==> src/rtl/trc_perm_pkg.sv <==
package trc_perm_pkg;

   typedef enum logic [2:0] {
      TK_SCTL   = 3'd0,
      TK_VCTL   = 3'd1,
      TK_DEPTH  = 3'd2,
      TK_STAT   = 3'd3,
      TK_IALIAS = 3'd4,
      TK_CLEAR  = 3'd5
   } trc_kind_e;

   localparam logic [1:0] PRIV_MACHINE = 2'd3;

   typedef struct packed {
      logic gated;   // target is subject to the enable gates
      logic depth;   // target is the depth register
   } tgt_cls_t;

endpackage

==> src/rtl/trc_en_regs.sv <==
module trc_en_regs #(
   parameter int XLEN    = 64,
   parameter int EN_BIT  = 54,
   parameter bit HAS_HYP = 1'b1
) (
   input  logic            clk,
   input  logic            rst_n,
   input  logic            wr_en,
   input  logic            sel,
   input  logic            wr_bit,
   output logic            m_en,
   output logic            h_en,
   output logic [XLEN-1:0] rdata
);

   initial begin
      assert (EN_BIT >= 0 && EN_BIT < XLEN)
         else $error("enable bit position outside register width");
   end

   logic m_q;
   logic h_q;

   always_ff @(posedge clk) begin
      if (!rst_n)                m_q <= 1'b0;
      else if (wr_en && !sel)    m_q <= wr_bit;
   end

   generate
      if (HAS_HYP) begin : g_hyp
         always_ff @(posedge clk) begin
            if (!rst_n)                        h_q <= 1'b0;
            else if (wr_en && !sel && !wr_bit) h_q <= 1'b0;
            else if (wr_en && sel)             h_q <= wr_bit & m_q;
         end
      end else begin : g_nohyp
         assign h_q = 1'b0;
      end
   endgenerate

   always_comb begin
      rdata         = '0;
      rdata[EN_BIT] = sel ? h_q : m_q;
   end

   assign m_en = m_q;
   assign h_en = h_q;

   // the hypervisor bit never holds 1 while the machine bit is clear
   p_hyp_masked_r3: assert property (@(posedge clk) disable iff (!rst_n)
      !m_q |-> !h_q);

   // a machine-register write lands on the next cycle
   p_mwrite_r2: assert property (@(posedge clk) disable iff (!rst_n)
      (wr_en && !sel) |=> (m_q == $past(wr_bit)));

endmodule

==> src/rtl/trc_tgt_decode.sv <==
module trc_tgt_decode
   import trc_perm_pkg::*;
#(
   parameter int SEL_W  = 12,
   parameter int WIN_LO = 'h200,
   parameter int WIN_HI = 'h2FF
) (
   input  logic [2:0]       kind,
   input  logic [SEL_W-1:0] isel,
   output tgt_cls_t         cls
);

   localparam logic [SEL_W-1:0] LO = SEL_W'(WIN_LO);
   localparam logic [SEL_W-1:0] HI = SEL_W'(WIN_HI);

   initial begin
      assert (WIN_LO <= WIN_HI) else $error("select window is empty");
      assert (WIN_HI < (1 << SEL_W)) else $error("select window exceeds index width");
   end

   logic in_win;
   assign in_win = (isel >= LO) && (isel <= HI);

   always_comb begin
      cls = '0;
      unique case (kind)
         TK_SCTL, TK_VCTL, TK_STAT, TK_CLEAR: cls.gated = 1'b1;
         TK_DEPTH:  begin cls.gated = 1'b1; cls.depth = 1'b1; end
         TK_IALIAS: cls.gated = in_win;
         default:   cls = '0;
      endcase
   end

endmodule

==> src/rtl/trc_verdict.sv <==
module trc_verdict
   import trc_perm_pkg::*;
#(
   parameter bit HAS_HYP = 1'b1
) (
   input  logic       clk,
   input  logic       rst_n,
   input  logic       valid,
   input  logic [1:0] priv,
   input  logic       virt,
   input  tgt_cls_t   cls,
   input  logic       m_en,
   input  logic       h_en,
   output logic       ok,
   output logic       ill,
   output logic       vi
);

   logic below_m;
   logic guest;

   assign below_m = (priv != PRIV_MACHINE);
   assign guest   = HAS_HYP && virt && below_m;

   always_comb begin
      ok  = 1'b0;
      ill = 1'b0;
      vi  = 1'b0;
      if (valid) begin
         if (below_m && !m_en && cls.gated)    ill = 1'b1;
         else if (guest && cls.depth)          vi  = 1'b1;
         else if (guest && cls.gated && !h_en) vi  = 1'b1;
         else                                  ok  = 1'b1;
      end
   end

   // one verdict per valid request
   p_one_verdict_r11: assert property (@(posedge clk) disable iff (!rst_n)
      valid |-> ($countones({ok, ill, vi}) == 1));

   // silent when idle
   p_idle_quiet_r11: assert property (@(posedge clk) disable iff (!rst_n)
      !valid |-> !(ok || ill || vi));

   // machine mode never traps
   p_mmode_ok_r4: assert property (@(posedge clk) disable iff (!rst_n)
      (valid && priv == PRIV_MACHINE) |-> ok);

   // an illegal verdict only arises with the machine gate closed
   p_ill_moff_r10: assert property (@(posedge clk) disable iff (!rst_n)
      ill |-> !m_en);

   // guest depth access with machine gate open is a virtual trap
   p_depth_virt_r8: assert property (@(posedge clk) disable iff (!rst_n)
      (valid && guest && cls.depth && m_en) |-> vi);

endmodule

==> src/rtl/trc_perm_gate.sv <==
module trc_perm_gate
   import trc_perm_pkg::*;
#(
   parameter int XLEN    = 64,
   parameter int EN_BIT  = 54,
   parameter int SEL_W   = 12,
   parameter int WIN_LO  = 'h200,
   parameter int WIN_HI  = 'h2FF,
   parameter bit HAS_HYP = 1'b1
) (
   input  logic             clk,
   input  logic             rst_n,
   input  logic             csr_we,
   input  logic             csr_sel,
   input  logic [XLEN-1:0]  csr_wdata,
   output logic [XLEN-1:0]  csr_rdata,
   input  logic             req_valid,
   input  logic [1:0]       req_priv,
   input  logic             req_virt,
   input  logic [2:0]       req_kind,
   input  logic [SEL_W-1:0] req_isel,
   output logic             acc_ok,
   output logic             acc_ill,
   output logic             acc_virt,
   input  logic             xfer_qual,
   output logic             rec_upd
);

   logic     m_en;
   logic     h_en;
   tgt_cls_t cls;
   logic     unused_wbits;

   assign unused_wbits = ^csr_wdata;

   trc_en_regs #(.XLEN(XLEN), .EN_BIT(EN_BIT), .HAS_HYP(HAS_HYP)) u_regs (
      .clk    (clk),
      .rst_n  (rst_n),
      .wr_en  (csr_we),
      .sel    (csr_sel),
      .wr_bit (csr_wdata[EN_BIT]),
      .m_en   (m_en),
      .h_en   (h_en),
      .rdata  (csr_rdata)
   );

   trc_tgt_decode #(.SEL_W(SEL_W), .WIN_LO(WIN_LO), .WIN_HI(WIN_HI)) u_dec (
      .kind (req_kind),
      .isel (req_isel),
      .cls  (cls)
   );

   trc_verdict #(.HAS_HYP(HAS_HYP)) u_vd (
      .clk   (clk),
      .rst_n (rst_n),
      .valid (req_valid),
      .priv  (req_priv),
      .virt  (req_virt),
      .cls   (cls),
      .m_en  (m_en),
      .h_en  (h_en),
      .ok    (acc_ok),
      .ill   (acc_ill),
      .vi    (acc_virt)
   );

   // recording of qualifying transfers is never gated
   assign rec_upd = xfer_qual;

   // a gate closed by the machine bit still lets records through
   p_rec_free_r12: assert property (@(posedge clk) disable iff (!rst_n)
      (xfer_qual && !m_en) |-> rec_upd);

endmodule

==> config.mk <==
export PLATFORM = sky130hd
export DESIGN_NAME = trc_perm_gate
export DESIGN_NICKNAME = d
export VERILOG_FILES = /design/src/rtl/trc_perm_pkg.sv /design/src/rtl/trc_en_regs.sv /design/src/rtl/trc_tgt_decode.sv /design/src/rtl/trc_verdict.sv /design/src/rtl/trc_perm_gate.sv
export SDC_FILE = /design/constraint.sdc
export NUM_CORES = 1
export LEC_CHECK = 0
export ABC_AREA = 1
export BUFFER_PORTS_ARGS = -buffer_cell sky130_fd_sc_hd__buf_2
export CAP_MARGIN = 20
export CELL_PAD_IN_SITES_DETAIL_PLACEMENT = 1
export CELL_PAD_IN_SITES_GLOBAL_PLACEMENT = 1
export CORE_MARGIN = 1
export CORE_UTILIZATION = 12
export CTS_BUF_LIST = sky130_fd_sc_hd__clkbuf_8
export DETAILED_ROUTE_END_ITERATION = 8
export PLACE_DENSITY = 0.79
export SLEW_MARGIN = 10
export SYNTH_ARGS = -nofsm -noshare
export SYNTH_HDL_FRONTEND = slang
export SYNTH_SLANG_ARGS = --single-unit
==> constraint.sdc <==
create_clock -name clk -period 1.3 [get_ports clk]
set_input_delay 0.39 -clock clk [delete_from_list [all_inputs] [get_ports clk]]
set_output_delay 0.39 -clock clk [all_outputs]
set_load 0.1 [all_outputs]
==> metrics.txt <==
TritonCTS Buffers 3; I/O pins 156; unrepaired setup endpoints after global routing yes; Period Utilization, post-route 124.6%; post-layout utilization of the core 17.34%; iteration-0 DRC count of the detailed router 12; start point of the worst min-delay path rst_n; worst IR drop on VDD 0.0005199 V; count of input and output buffers 19; vias in the first global route 471; number of maximum-capacitance violations 0; flop2flop setup slack 540 ps; capture instance of the worst register-to-register path u_regs.h_en; final estimated routing congestion in global placement 0.6535; Post-Route WL 1366 um; cell accounting for the most synthesized area sky130_fd_sc_hd__buf_4; Clock Root Buffer sky130_fd_sc_hd__clkbuf_8; TritonCTS clock tree built; leakage dissipation 0.0005208 uW; P&R area growth vs syn 37.52%; worst hold path endpoint u_regs.h_en; global-route wire length before repair 2125 um; Antenna Cells 0; DP Wirelength 1160 um; NumNets Final 223; post-synthesis cell area 706.9 um2; H-tree Lvls 1; fraction of post-synthesis cell area in the top cell type by area 67.96%; highest net fanout along the worst path 2; shortest clock period the worst path allows after layout 1620 ps; data arrival time of the critical path 1230 ps; core region area 5608 um2; floorplan die area 6202 um2; top cells by area, synth sky130_fd_sc_hd__buf_4 68%, sky130_fd_sc_hd__nand2_1 6.4%, sky130_fd_sc_hd__dfxtp_1 5.7%, sky130_fd_sc_hd__inv_1 3.7%, sky130_fd_sc_hd__a21oi_1 2.8%; final cell count without fillers 205; starting density of the core 12.61%; timing-limited maximum frequency 0.6172 GHz; detail-routed via count per cell 2.551; start of the worst register-to-register path u_regs.m_en; Die Span Y 78.76 um; fraction of layout instances using a drive strength above 1 42.11%; register clock-pin slew on the reported worst setup and hold paths 30 ps; worst-case reg-to-reg path depth 3; Min-Delay Path Class input pin to flip-flop; status complete, but fails checks; count of mapped cells out of synthesis 108; count of cell types in the netlist 17; Placed Cells 202; total clock sinks 2; CP Launch Type input pin; total number of yosys warnings 0; portion of the post-synthesis area used by sequential elements 5.664%; number of cells on the worst hold path 3; total power per unit cell area 1402 nW/um2; final setup skew 1.655 ps; FF+latch count, synth 2; post-synthesis area per instance 6.546 um2; total routing usage reported by global routing 4.580%; initial antenna violation count 0; number of core rows 27; critical path start-end classification input pin to output pin; commonest cells after routing, fill and taps aside 63 x sky130_fd_sc_hd__conb_1, 9 x sky130_fd_sc_hd__buf_2, 7 x sky130_fd_sc_hd__nand2_1; total vias in the final route 523; Clock Latency Late Sink 210 ps; GRT overflow 0; final critical-path setup slack -320.2 ps; Wirelength per Cell 6.663 um; DIE WIDTH 78.76 um; maximum clock path buffer count 2; remaining antenna violation count 0; final hold violation count 0; setup fix buffers added after clock tree synthesis 0; violations in the final reports setup timing; data required time at the worst endpoint 910 ps; total iterations of the first detailed-routing run 2; most frequent standard cell in the layout excluding fill and tap cells sky130_fd_sc_hd__conb_1; post-detailed-route DRC marker count 0; CP Capture Type output pin; maximum number of pins on one net before global-route repair 6; max-slew violation count 0; Setup Viol. Count Final 4
-- per-stage QoR --
stage	power (uW)	hold slack, ps	setup TNS (ps)	instance area, um2	setup WS (ps)
after floorplan	1147	460.5	-1351	1011	-364.7
after global placement	1075	574.1	-1092	813.3	-381.1
after detailed placement	1080	603.4	-1247	813.3	-432.8
after CTS	1356	458.8	-1140	933.4	-353.8
after global routing	1419	473.7	-1243	972.2	-368.2
final	1363	460.2	-1031	972.2	-320.2
-- synth_stat cells, drive strengths merged --
library cell and count:
inv 10, nor2 5, dfxtp 2, buf 64, a21oi 5, clkinv 1, nand2 15, conb 1
nor3 1, nand3 2, o21ai 2
-- cells by family (layout without fill, tap and decap cells) --
group,count (synthesis),after routing,share of synthesized area [%]
other cells,1,63,0.5305
buf+inv,75,38,74.16
flops,2,2,5.664
simple gates,23,23,14.16
compound gates,7,7,5.486
-- per-layer routing --
layer	GRT usage (%)	wire (um)	share of wire [%]
met1	4.118	402	29
met2	8.609	789	58
met5	0	0	0
met4	2.778	8	0.59
met3	1.724	165	12
-- state kept, by name (all words and copies together), names as in the netlist --
register,flops
u_regs.m_en,1
u_regs.h_en,1
-- worst max-delay path, cell delays in order --
cell and delay (ps):
sky130_fd_sc_hd__buf_8 90, sky130_fd_sc_hd__inv_6 30, sky130_fd_sc_hd__nand2_4 60, sky130_fd_sc_hd__nor2_4 30, sky130_fd_sc_hd__nand2_2 80, sky130_fd_sc_hd__nand2_2 80
sky130_fd_sc_hd__nand2_4 90, sky130_fd_sc_hd__nand2_4 70, sky130_fd_sc_hd__nor2_4 130, sky130_fd_sc_hd__buf_12 180
-- how the worst max path moves through the flow --
stage / end / from / slack (ps) / cells past startpoint
detailed placement: acc_virt / req_kind[1] / -430 / 10
CTS: acc_virt / req_isel[8] / -350 / 9
floorplan: acc_virt / req_kind[1] / -360 / 8
global route: acc_virt / req_kind[0] / -370 / 10
global placement: acc_virt / req_kind[1] / -380 / 10
finish: acc_virt / req_kind[0] / -320 / 10
-- where the power goes --
part	switching, uW	total [uW]	internal, uW
combinational	939	1050	112
sequential	3.15	69.8	66.6
clock	46.4	242	196
-- area by class of cell --
type / count / area, um2
fill: 710 / 4636
sequential: 2 / 42.54
tap: 72 / 90.09
timing repair buffer: 24 / 246.5
clock buffer: 3 / 41.29
multi-input combinational: 93 / 480.5
inverter: 11 / 71.32
-- what timing repair did --
action,CTS,global route
pin swaps,5,4
gates resized for setup,20,12
endpoints found under the setup margin,4,4
gates cloned,0,0
hold buffers,0,0
No activity file was read; power rests on OpenSTA's default activity.
